[src/rtl/clkmon_pkg.sv]
package clkmon_pkg;

    localparam int unsigned CNT_W_DEF     = 8;
    localparam int unsigned PERIODS_DEF   = 32;
    localparam int unsigned PSEL_W_DEF    = 4;
    localparam int unsigned MAX_SHIFT_DEF = 8;
    localparam int unsigned SYNC_DEF      = 2;

    typedef struct packed {
        logic [CNT_W_DEF-1:0] count;
        logic                 err;
        logic                 sticky;
        logic                 irq;
    } status_t;

endpackage

[src/rtl/clkmon_edge.sv]
module clkmon_edge #(
    parameter int unsigned STAGES = clkmon_pkg::SYNC_DEF
) (
    input  logic clk_i,
    input  logic rst_ni,
    input  logic async_i,
    output logic rise_o
);
    // sh_q[0..STAGES-1] are synchronizer flops, sh_q[STAGES] is history
    typedef struct packed {
        logic [STAGES:0] sh;
    } edge_state_t;

    edge_state_t s_d, s_q;

    always_comb begin
        s_d    = s_q;
        s_d.sh = {s_q.sh[STAGES-1:0], async_i};
        rise_o = s_q.sh[STAGES-1] & ~s_q.sh[STAGES];
    end

    always_ff @(posedge clk_i or negedge rst_ni) begin
        if (!rst_ni) s_q <= '0;
        else         s_q <= s_d;
    end

    // a detected rise means the history flop was low beforehand
    a_r11_rise_from_low: assert property (@(posedge clk_i) disable iff (!rst_ni)
        rise_o |=> s_q.sh[STAGES]);

endmodule

[src/rtl/clkmon_prescaler.sv]
module clkmon_prescaler #(
    parameter int unsigned PSEL_W    = clkmon_pkg::PSEL_W_DEF,
    parameter int unsigned MAX_SHIFT = clkmon_pkg::MAX_SHIFT_DEF
) (
    input  logic              clk_i,
    input  logic              rst_ni,
    input  logic              en_i,
    input  logic [PSEL_W-1:0] psel_i,
    output logic              tick_o
);
    localparam int unsigned DIV_W = (MAX_SHIFT > 0) ? MAX_SHIFT : 1;

    typedef struct packed {
        logic [DIV_W-1:0] pre;
    } pre_state_t;

    pre_state_t       s_d, s_q;
    logic [DIV_W-1:0] mask;
    int unsigned      shift;

    always_comb begin
        shift = (int'(psel_i) > int'(MAX_SHIFT)) ? MAX_SHIFT : int'(psel_i);
    end

    for (genvar i = 0; i < DIV_W; i++) begin : g_mask
        assign mask[i] = (i < shift);
    end

    always_comb begin
        s_d    = s_q;
        tick_o = en_i && (s_q.pre >= mask);
        if (!en_i) begin
            s_d.pre = '0;
        end else if (tick_o) begin
            s_d.pre = '0;
        end else begin
            s_d.pre = s_q.pre + 1'b1;
        end
    end

    always_ff @(posedge clk_i or negedge rst_ni) begin
        if (!rst_ni) s_q <= '0;
        else         s_q <= s_d;
    end

    // the prescaler stays parked while disabled
    a_r8_pre_idle: assert property (@(posedge clk_i) disable iff (!rst_ni)
        !en_i |=> (s_q.pre == '0));

endmodule

[src/rtl/clkmon_window.sv]
module clkmon_window #(
    parameter int unsigned CNT_W   = clkmon_pkg::CNT_W_DEF,
    parameter int unsigned PERIODS = clkmon_pkg::PERIODS_DEF
) (
    input  logic             clk_i,
    input  logic             rst_ni,
    input  logic             en_i,
    input  logic             rise_i,
    input  logic             tick_i,
    output logic             done_o,
    output logic [CNT_W-1:0] result_o
);
    localparam int unsigned PER_W   = (PERIODS > 1) ? $clog2(PERIODS) : 1;
    localparam logic [PER_W-1:0] PER_LAST = PER_W'(PERIODS - 1);
    localparam logic [CNT_W-1:0] CNT_MAX  = '1;

    typedef struct packed {
        logic             started;
        logic [PER_W-1:0] per;
        logic [CNT_W-1:0] cnt;
    } win_state_t;

    win_state_t       s_d, s_q;
    logic [CNT_W-1:0] cnt_inc;
    logic [CNT_W-1:0] cnt_fresh;

    always_comb begin
        cnt_inc   = (s_q.cnt == CNT_MAX) ? CNT_MAX : s_q.cnt + 1'b1;
        cnt_fresh = tick_i ? CNT_W'(1) : '0;
    end

    always_comb begin
        s_d    = s_q;
        done_o = 1'b0;
        if (!en_i) begin
            s_d = '0;
        end else if (rise_i) begin
            if (!s_q.started) begin
                s_d.started = 1'b1;
                s_d.per     = '0;
                s_d.cnt     = cnt_fresh;
            end else if (s_q.per == PER_LAST) begin
                done_o  = 1'b1;
                s_d.per = '0;
                s_d.cnt = cnt_fresh;
            end else begin
                s_d.per = s_q.per + 1'b1;
                if (tick_i) s_d.cnt = cnt_inc;
            end
        end else if (s_q.started && tick_i) begin
            s_d.cnt = cnt_inc;
        end
        result_o = s_q.cnt;
    end

    always_ff @(posedge clk_i or negedge rst_ni) begin
        if (!rst_ni) s_q <= '0;
        else         s_q <= s_d;
    end

    // a saturated count stays saturated until the window closes
    a_r3_no_wrap: assert property (@(posedge clk_i) disable iff (!rst_ni)
        (en_i && s_q.started && s_q.cnt == CNT_MAX && !rise_i) |=> (s_q.cnt == CNT_MAX));

    // nothing completes before a first edge has armed the window
    a_r9_armed_first: assert property (@(posedge clk_i) disable iff (!rst_ni)
        done_o |-> s_q.started);

    // after a completed window the period count restarts
    a_r1_restart: assert property (@(posedge clk_i) disable iff (!rst_ni)
        done_o |=> (s_q.per == '0));

endmodule

[src/rtl/clk_freq_monitor.sv]
module clk_freq_monitor #(
    parameter int unsigned CNT_W     = clkmon_pkg::CNT_W_DEF,
    parameter int unsigned PERIODS   = clkmon_pkg::PERIODS_DEF,
    parameter int unsigned PSEL_W    = clkmon_pkg::PSEL_W_DEF,
    parameter int unsigned MAX_SHIFT = clkmon_pkg::MAX_SHIFT_DEF,
    parameter int unsigned SYNC      = clkmon_pkg::SYNC_DEF
) (
    input  logic              clk_i,
    input  logic              rst_ni,
    input  logic              mon_clk_i,
    input  logic              en_i,
    input  logic [PSEL_W-1:0] psel_i,
    input  logic [CNT_W-1:0]  min_i,
    input  logic [CNT_W-1:0]  max_i,
    input  logic              mute_en_i,
    input  logic              clr_sticky_i,
    output logic [CNT_W-1:0]  count_o,
    output logic              err_o,
    output logic              err_sticky_o,
    output logic              irq_o,
    output logic              mute_o
);
    typedef struct packed {
        logic [CNT_W-1:0] count;
        logic             err;
        logic             sticky;
        logic             irq;
    } top_state_t;

    logic             rise;
    logic             tick;
    logic             done;
    logic [CNT_W-1:0] result;
    logic             bad;

    top_state_t s_d, s_q;

    clkmon_edge #(.STAGES(SYNC)) u_edge (
        .clk_i  (clk_i),
        .rst_ni (rst_ni),
        .async_i(mon_clk_i),
        .rise_o (rise)
    );

    clkmon_prescaler #(.PSEL_W(PSEL_W), .MAX_SHIFT(MAX_SHIFT)) u_pre (
        .clk_i (clk_i),
        .rst_ni(rst_ni),
        .en_i  (en_i),
        .psel_i(psel_i),
        .tick_o(tick)
    );

    clkmon_window #(.CNT_W(CNT_W), .PERIODS(PERIODS)) u_win (
        .clk_i   (clk_i),
        .rst_ni  (rst_ni),
        .en_i    (en_i),
        .rise_i  (rise),
        .tick_i  (tick),
        .done_o  (done),
        .result_o(result)
    );

    always_comb begin
        bad = (result > max_i) || (result < min_i);
        s_d = s_q;
        s_d.irq = 1'b0;
        if (!en_i) begin
            s_d.err = 1'b0;
        end
        if (clr_sticky_i) begin
            s_d.sticky = 1'b0;
        end
        if (done) begin
            s_d.count = result;
            s_d.err   = bad;
            s_d.irq   = bad;
            if (bad) s_d.sticky = 1'b1;
        end
    end

    always_ff @(posedge clk_i or negedge rst_ni) begin
        if (!rst_ni) s_q <= '0;
        else         s_q <= s_d;
    end

    assign count_o      = s_q.count;
    assign err_o        = s_q.err;
    assign err_sticky_o = s_q.sticky;
    assign irq_o        = s_q.irq;
    assign mute_o       = s_q.err & mute_en_i;

    // the interrupt lasts a single reference cycle
    a_r5_irq_single: assert property (@(posedge clk_i) disable iff (!rst_ni)
        irq_o |=> !irq_o);

    // an interrupt always comes with the error level
    a_r4_irq_has_err: assert property (@(posedge clk_i) disable iff (!rst_ni)
        irq_o |-> err_o);

    // a failure always leaves the sticky bit set
    a_r6_sticky_set: assert property (@(posedge clk_i) disable iff (!rst_ni)
        irq_o |-> err_sticky_o);

    // disabling silences the error and interrupt
    a_r8_quiet_off: assert property (@(posedge clk_i) disable iff (!rst_ni)
        !en_i |=> (!irq_o && !err_o));

    // the captured count is held while disabled
    a_r8_count_hold: assert property (@(posedge clk_i) disable iff (!rst_ni)
        !en_i |=> $stable(count_o));

endmodule

[config.mk]
export PLATFORM = sky130hd
export DESIGN_NAME = clk_freq_monitor
export DESIGN_NICKNAME = d
export VERILOG_FILES = /design/src/rtl/clkmon_pkg.sv /design/src/rtl/clkmon_edge.sv /design/src/rtl/clkmon_prescaler.sv /design/src/rtl/clkmon_window.sv /design/src/rtl/clk_freq_monitor.sv
export SDC_FILE = /design/constraint.sdc
export NUM_CORES = 1
export LEC_CHECK = 0
export ABC_AREA = 1
export ABC_CLOCK_PERIOD_IN_PS = 5410
export CAP_MARGIN = 10
export CORE_MARGIN = 2
export CORE_UTILIZATION = 58
export CTS_CLUSTER_SIZE = 12
export DETAILED_ROUTE_END_ITERATION = 8
export MAX_ROUTING_LAYER = met4
export PLACE_DENSITY = 0.94
export SETUP_SLACK_MARGIN = 0.5
export SYNTH_ARGS = -nofsm -noshare
export SYNTH_HDL_FRONTEND = slang
export SYNTH_SLANG_ARGS = --single-unit
[constraint.sdc]
create_clock -name clk_i -period 5.41 [get_ports clk_i]
set_clock_uncertainty 0.1 [all_clocks]
set_input_delay 0.8115 -clock clk_i [delete_from_list [all_inputs] [get_ports clk_i]]
set_output_delay 0.8115 -clock clk_i [all_outputs]
set_load 0.02 [all_outputs]
==> After elaboration in Yosys (flattened, before gate mapping) <==
Index checks and enable logic that the tools add are counted.
{ "totals": {"regBits": 36, "wordCells": 57, "out_inout_bits": 12} }
{ "classes": {"n_eq_ne": 6, "muxes": 20, "bitwise_logic": 3, "reduce_logical": 4, "n_addsub": 3, "order_cmp": 12} }
{ "ops": {"columns": ["cell", "n"], "rows": [
  ["less-than comparator 3 x 32 -> 1 bit (first input constant)", 4],
  ["less-than comparator 1 x 32 -> 1 bit (first input constant)", 2],
  ["less-than comparator 2 x 32 -> 1 bit (first input constant)", 2],
  ["two-way mux 8 bit", 6],
  ["two-way mux 13 bit", 2],
  ["adder 8 x 1 -> 8 bit (second input constant)", 2],
  ["two-way mux 14 bit", 1],
  ["equality test 8 bit (second input constant)", 1],
  ["greater-or-equal comparator 8 bit", 1],
  ["> comparator 8 bit", 1],
  ["less-than comparator 8 bit", 1],
  ["two-way mux 1 bit", 8],
  ["two-way mux 6 bit", 1],
  ["adder 5 x 1 -> 5 bit (second input constant)", 1],
  ["equality test 5 bit (second input constant)", 1],
  ["inequality test 5 x 4 -> 1 bit (second input constant)", 1],
  ["> comparator 4 bit (second input constant)", 1],
  ["two-way mux 4 bit", 1],
  ["inequality test 2 x 1 -> 1 bit (second input constant)", 2],
  ["two-way mux 3 bit", 1],
  ["inequality test 3 x 1 -> 1 bit (second input constant)", 1],
  ["AND 1 bit", 2],
  ["logical AND 1 bit", 2],
  ["AND reduction 2 bit", 1],
  ["other kinds (2)", 2]
]} }

==> Depth between registers and ports, before layout <==
Gate-level depths: netlist (run 1).
{ "logic_depth": {"ltp_word": 10, "mapped_depth": 14, "depth_no_buf": 14} }

==> Hierarchy <==
From an unflattened synthesis (run 1), not the netlist that was laid out.
{ "hier_totals": {"cells_unflattened": 320, "hier_area_um2": 2444.8} }
{ "modules_own_cells": {"columns": ["module", "area_each_um2", "cells_each", "n_inst"], "rows": [
  ["clkmon_window", 902.1, 120, 1],
  ["clk_freq_monitor", 838.3, 115, 1],
  ["clkmon_prescaler", 619.3, 80, 1],
  ["clkmon_edge", 85.1, 5, 1]
]} }

==> Worst setup path after synthesis (run 1) <==
No wires, ideal clock.
{ "synth_timing": {"path_kind": "input port to flip-flop", "from": "in psel_i[3]", "to": "reg u_win.s_q, in the netlist u_win.result_o[0]", "setup_time_ps": 123, "path_buffers": 0, "t_arrival_ps": 2061, "path_stages": 14, "slack_ps": 3127, "cell_sequence": "nor2_1 > inv_1 > nor2_1 > ha_1 > nand2_1 > nand3_1 > nand2_1 > nand2_1 > nand2_1 > nand2_2 > nand2_4 > nand2_2 > nand2_1 > o21ai_1"} }
{ "synth_between": {"elab_chain_cells": 10, "elab_cells_between_ends": 21, "cone_classes": "10 x order compare; 2 x eq/ne; 6 x mux; 3 x reduce/logical"} }
{ "synth_rtl": {"columns": ["item", "line", "text"], "rows": [
  ["start: declaration", "clk_freq_monitor.sv:12", "input logic [PSEL_W-1:0] psel_i,"],
  ["> comparator 4 bit", "clkmon_prescaler.sv:22", "shift = (int'(psel_i) > int'(MAX_SHIFT)) ? MAX_SHIFT : int'(psel_i);"],
  ["two-way mux 4 bit (*)", "clkmon_prescaler.sv:22", null],
  ["less-than comparator 1 x 32 -> 1 bit (tied with other cells)", "clkmon_prescaler.sv:26", "assign mask[i] = (i < shift);"],
  ["greater-or-equal comparator 8 bit (*)", "clkmon_prescaler.sv:31", "tick_o = en_i && (s_q.pre >= mask);"],
  ["logical AND 1 bit (*)", "clkmon_prescaler.sv:31", null],
  ["two-way mux 1 bit", "clkmon_window.sv:29", "cnt_fresh = tick_i ? CNT_W'(1) : '0;"],
  ["two-way mux 13 bit", "clkmon_window.sv:42", "end else if (s_q.per == PER_LAST) begin"],
  ["two-way mux 13 bit", "clkmon_window.sv:38", "if (!s_q.started) begin"],
  ["two-way mux 8 bit", "clkmon_window.sv:37", "end else if (rise_i) begin"],
  ["two-way mux 14 bit", "clkmon_window.sv:35", "if (!en_i) begin"],
  ["end signal: assignment", "clkmon_window.sv:57", "if (!rst_ni) s_q <= '0;"],
  ["end signal: assignment", "clkmon_window.sv:58", "else s_q <= s_d;"],
  ["end: declaration", "clkmon_window.sv:23", "win_state_t s_d, s_q;"]
]} }
Every way passes the cells marked *; elsewhere a longest branch is shown, timed or not.
A chain may end at the register's enable or synchronous reset.

==> Worst setup path after layout (run 1) <==
{ "layout_timing": {"from": "in mute_en_i", "to": "out mute_o"} }
{ "layout_between": {"elab_chain_cells": 1} }
{ "layout_rtl": {"columns": ["item", "line", "text"], "rows": [
  ["start: declaration", "clk_freq_monitor.sv:15", "input logic mute_en_i,"],
  ["AND 1 bit", "clk_freq_monitor.sv:90", "assign mute_o = s_q.err & mute_en_i;"],
  ["end: declaration", "clk_freq_monitor.sv:21", "output logic mute_o"]
]} }
No other way between the ends.

==> results.cfg, run 1 <==
[sta]
tns_ns = 0
tightest_slew_ns = 0.498
finalHoldViolCount = 0
layout_setup_ws_ns = 2.55
fin_crit_sh_pct = 52.8
slew_violations = 0
fmax_mhz = 350
rsz0062_at_grt = no
whs_ns = 0.248
fin_crit_ns = 2.86
setup_viol = 0
relSlewSlack_pct = 66.8

[yosys]
synthMuxAreaShare_pct = 1.42
synth_area_um2 = 2380
synthArstFlopShare_pct = 100
yosys_warnings = 0
synthCells = 296
synth_top_family_by_area = simple AND/OR/NAND/NOR gates
synthTopCellsByCount = nand2_1 (66), inv_1 (49), dfrtp_1 (36)
synth_top_area_share_pct = 37.9
synth_cell_types = 32
synthAdderAreaFrac_pct = 14.2
synth-edff-count = 0
ys_ff_latch = 36
yosys.area.top_type = dfrtp_1
synth_xor_area_share_pct = 2.58
synth_most_common_cell = nand2_1
synth-compound-area-share_pct = 9.10
yosysSeqAreaShare_pct = 37.9
synth.area.top_cells = dfrtp_1 (38%), ha_1 (14%), nand2_1 (10%)
syn_area_per_cell_um2 = 8.04
synth_simple_gate_area_share_pct = 25.4
synth_ff_type = dfrtp_1
synth.net_count = 349

[drt]
num_vias = 2087
via_per_inst = 5.37
first_pass_iters = 4
final_antenna_net_count = 0
routed_wl_um = 4970
first_iter_violations = 132
drc = 0
wl_per_cell_um = 12.8

[power_and_ir_drop]
clkPwrFrac_pct = 34.5
switchingPower_mw = 0.140
peakVddDrop_uv = 211
p_sw_share_pct = 25.2
cell_internal_pwr_mw = 0.417
seq_power_share_pct = 51.2
p_leak_nw = 1.50
combPwrFrac_pct = 14.3
power_density_nw_per_um2 = 194

[final_layout]
syn_to_final_growth_pct = 21.0
antenna_cells = 0
layout-drive-gt1-share_pct = 8.26
nNetsFinal = 391

[grt]
track_usage_pct = 24.7
grt-ovfl-total = 0
grt_pass1_wl_um = 8270
grt_max_degree = 37
antenna_found_initial = 0
grt_pass1_vias = 1982

[status]
outcome = finished clean

[cts]
clock_latency_ns = 0.29
cts-buffers-inserted = 5
post_cts_buffers = 0
cts_max_level = 2
cts_resized = 0
clock_tree.root_cell = clkbuf_8
cts_tree = done
hold_buffers = 0
clockBufferDepth = 2
clk_pin_slew_ns = 0.06
cts_num_sinks = 36

[floorplan]
die_h_um = 68.0
fp.dieW_um = 68.0
rows = 23
initial_core_util_pct = 59.9
ios = 38
dieArea_um2 = 4630
core_area_um2 = 3970

[hold_path]
hold_path_class = flop to flop

[worst_setup_path]
worst_setup_path_end_kind = output port
arrival_ns = 1.95
timing.critical_path.from_type = input port
crit_type = input port to output port
required_ns = 4.50
path_max_fanout = 1

[placement]
dp_hpwl_um = 3790
gp_congestion = 0.827
dp_slack_ns = 2.41
port-buffer-count = 37

[flow_run]
cap_viol_max_count = 0
-- power by group through the flow --
stage / sequential (mW) / combinational (mW) / clock (mW)
after floorplan: 0.289 / 0.0418 / 0
after global placement: 0.290 / 0.0753 / 0
after detailed placement: 0.290 / 0.0796 / 0
after CTS: 0.285 / 0.0803 / 0.196
after global routing: 0.286 / 0.0906 / 0.205
final: 0.285 / 0.0799 / 0.193
-- critical path: stages --
cell	delay (ns)
clkdlybuf4s50_1	0.45
nand2_1	0.04
inv_1	0.05
clkdlybuf4s50_1	0.59
-- per-stage QoR --
stage          instances  total power, mW  area [um2]  utilization, %
2_1_floorplan        296            0.331        2380               -
3_3_place_gp         381            0.365        2790            70.2
3_5_place_dp         381            0.370        2790            70.2
4_1_cts              389            0.561        2880            72.5
5_1_grt              389            0.582        2880            72.5
6_report             389            0.558        2880            72.5
-- routing by layer --
| layer | routed length, um | share of wire, % | GRT usage (%) | vias up |
|---|---|---|---|---|
| li1 | - | - | - | 1032 |
| met1 | 2080 | 42 | 28.5 | 959 |
| met2 | 2430 | 49 | 40.3 | 74 |
| met3 | 293 | 5.9 | 5.43 | 22 |
| met4 | 163 | 3.3 | 13.0 | 0 |
| met5 | 0 | 0 | - | - |
-- path summary, 6_finish.rpt --
| check | startpoint | endpoint | slack (ns) | cells after the start |
|---|---|---|---|---|
| max | mute_en_i | mute_o | 2.55 | 4 |
| min | u_edge.s_q[0]$_DFF_PN0_ | u_edge.s_q[1]$_DFF_PN0_ | 0.25 | 0 |
| max reg2reg | u_win.s_q[8]$_DFFE_PN0N_ | u_win.result_o[6]$_DFFE_PN0P_ | 3.24 | 11 |
| min reg2reg | u_edge.s_q[0]$_DFF_PN0_ | u_edge.s_q[1]$_DFF_PN0_ | 0.25 | 0 |
| max in group asynchronous | rst_ni | count_o[2]$_DFFE_PN0P_ | 4.05 | 2 |
| min in group asynchronous | rst_ni | u_pre.s_q[4]$_DFF_PN0_ | 0.84 | 2 |
-- area by class of cell --
type	count	area, um2
multi-input combinational	205	1250
fill	290	1090
sequential	36	901
timing repair buffer	38	378
inverter	52	195
clock buffer	8	90.1
tap	50	62.6
-- cell families (layout without fill, tap and decap cells) --
logic type / after synthesis / count (layout)
and+or+nand+nor: 129 / 129
buffers and inverters: 55 / 98
AOI/OAI and AO/OA: 39 / 39
DFF: 36 / 36
adders and majority gates: 27 / 27
xor gates and xnor gates: 7 / 7
muxes: 3 / 3
-- cells in the final DEF (no fill, tap or decap), types with 4 or more instances in the layout --
cell type        count
nand2_1             66
inv_1               49
clkdlybuf4s50_1     37
dfrtp_1             36
ha_1                27
nor2_1              26
a21oi_1             17
nand3_1             14
o21ai_0              8
clkbuf_8             6
nand4_1              4
xnor2_1              4
o21ai_1              4
-- flip-flops by register name (all words and copies together) (netlist names) --
name and cells:
u_win.s_q 6, err_sticky_o 1, u_edge.s_q 3, count_o 8, u_win.result_o 8, err_o 1
u_pre.s_q 8, irq_o 1
Note: power is estimated with default switching activity, not from simulation.
==> run 2: changes to the inputs <==
- ABC_CLOCK_PERIOD_IN_PS: 5410 -> 2700
- CORE_UTILIZATION: 58 -> 54
- PLACE_DENSITY: 0.94 -> 0.89
- clock period: 5.41 -> 2.7 ns (I/O delays scaled with it)
==> results.cfg, run 2 (same netlist as run 1, synthesis figures left out) <==
[sta]
fin_crit_ns = 2.06
rsz0062_at_grt = no
tns_ns = 0
fmax_mhz = 485
finalHoldViolCount = 0
slew_violations = 0
setup_viol = 0
fin_crit_sh_pct = 76.3
relSlewSlack_pct = 69.5
tightest_slew_ns = 0.457
layout_setup_ws_ns = 0.639

[final_layout]
fill_cells = 317
final_common_cell = nand2_1
nNetsFinal = 399
final_cell_mix = nand2_1 (65), inv_1 (49), dfrtp_1 (36)
layout-drive-gt1-share_pct = 11.5
stdcell_area_um2 = 2990
antenna_cells = 0
syn_to_final_growth_pct = 25.6
regArea_um2 = 901
multi_input_area_um2 = 1270

[grt]
grt_pass1_wl_um = 8780
antenna_found_initial = 0
grt_max_degree = 37
grt-ovfl-total = 0
grt_pass1_vias = 1990
track_usage_pct = 23.1

[cts]
cts_num_sinks = 36
clock_latency_ns = 0.29
cts-buffers-inserted = 5
clockBufferDepth = 2
cts_tree = done
clock_tree.root_cell = clkbuf_8
cts_max_level = 2
hold_buffers = 0
clk_pin_slew_ns = 0.07

[floorplan]
rows = 24
dieArea_um2 = 4950
fp.dieW_um = 70.4
die_h_um = 70.4
core_area_um2 = 4290
initial_core_util_pct = 55.4
ios = 38

[worst_setup_path]
cp_top_family = buffers and inverters
critPathMostFrequentCell = clkdlybuf4s50_1
timing.critical_path.from_type = input port
rr_endpoint = u_win.result_o[0]$_DFFE_PN0P_
crit_type = input port to output port
slowest_delay_ns = 0.60
path_max_fanout = 1
reg2reg_from = u_win.s_q[8]$_DFFE_PN0N_
cp_cell_sequence = clkdlybuf4s50_1, nand2_1, inv_1, clkdlybuf4s50_1
crit_slowest_cell = clkdlybuf4s50_1
path_buf_inv = 3
worst_setup_path_end_kind = output port
required_ns = 2.19
r2r_cells = 11
arrival_ns = 1.56
r2r_slack_ns = 0.69

[drt]
wl_per_cell_um = 13.4
first_iter_violations = 252
via_per_inst = 5.37
drc = 0
routed_wl_um = 5350
first_pass_iters = 4
num_vias = 2141
final_antenna_net_count = 0

[hold_path]
hold_path_end = u_edge.s_q[1]$_DFF_PN0_
whs_path_depth = 0
hold_path_class = flop to flop
worstHoldStart = u_edge.s_q[0]$_DFF_PN0_

[power_and_ir_drop]
p_total_mw = 1.21
power_density_nw_per_um2 = 405
peakVddDrop_uv = 327
p_leak_nw = 1.59

[flow_run]
cap_viol_max_count = 0

[placement]
port-buffer-count = 37
dp_hpwl_um = 3800
gp_congestion = 0.929
dp_slack_ns = 0.0871
placed_cell_area_um2 = 2790

[status]
outcome = finished clean
==> run 2: power breakdown <==
group / switching, mW / internal (mW)
clock network: 0.195 / 0.274
logic: 0.0898 / 0.0801
registers: 0.0181 / 0.554
==> run 2: per-layer routing <==
layer  global-route usage, %  share of wire (%)  vias to the layer above  wire (um)
met5                       -                  0                        -          0
met4                    7.69                2.3                        0        125
met3                    5.92                5.8                       15        309
met2                    38.3                 50                       75       2700
met1                    27.5                 41                     1000       2220
li1                        -                  -                     1051          -
==> run 2: worst reg2reg max path, stage by stage (launching register included) <==
cell and delay (ns):
dfrtp_1 0.39, ha_1 0.22, nand2_1 0.07, nor2_1 0.04, ha_1 0.20, inv_1 0.14, nand2_4 0.07, a21oi_4 0.23
buf_4 0.18, nand2_2 0.09, nand2_1 0.09, o21ai_1 0.07
==> run 2: repair_timing <==
action / CTS / global route
endpoints found under the hold margin: 0 / 0
setup endpoints to repair: 11 / 15
pin swaps: 1 / 2
setup buffers: 1 / 7
resized for setup: 1 / 7
==> run 2: area by class of cell <==
class / count / share of cell area, %
Timing Repair Buffer: 46 / 15.0
Clock buffer: 6 / 2.43
Sequential cell: 36 / 30.2
Inverter: 52 / 6.54
Clock inverter: 2 / 1.17
Multi-Input combinational cell: 205 / 42.5
Tap cell: 52 / 2.18
==> run 2: worst max path at each step <==
| stage | end | from | cells after the start |
|---|---|---|---|
| after CTS | u_win.result_o[4]$_DFFE_PN0P_ | psel_i[3] | 15 |
| after floorplan | u_win.result_o[0]$_DFFE_PN0P_ | psel_i[3] | 14 |
| after detailed placement | u_win.result_o[4]$_DFFE_PN0P_ | psel_i[3] | 15 |
| final | mute_o | mute_en_i | 4 |
| after global placement | u_win.result_o[0]$_DFFE_PN0P_ | psel_i[3] | 15 |
| after global routing | u_win.result_o[0]$_DFFE_PN0P_ | u_win.s_q[8]$_DFFE_PN0N_ | 11 |
==> run 2: through the flow <==
stage	std cells	hold slack (ns)	util, %
floorplan	296	0.00941	-
global placement	383	0.234	65.0
finish	399	0.253	69.6
detailed placement	383	0.240	65.0
CTS	392	0.257	67.7
global route	399	0.272	69.6
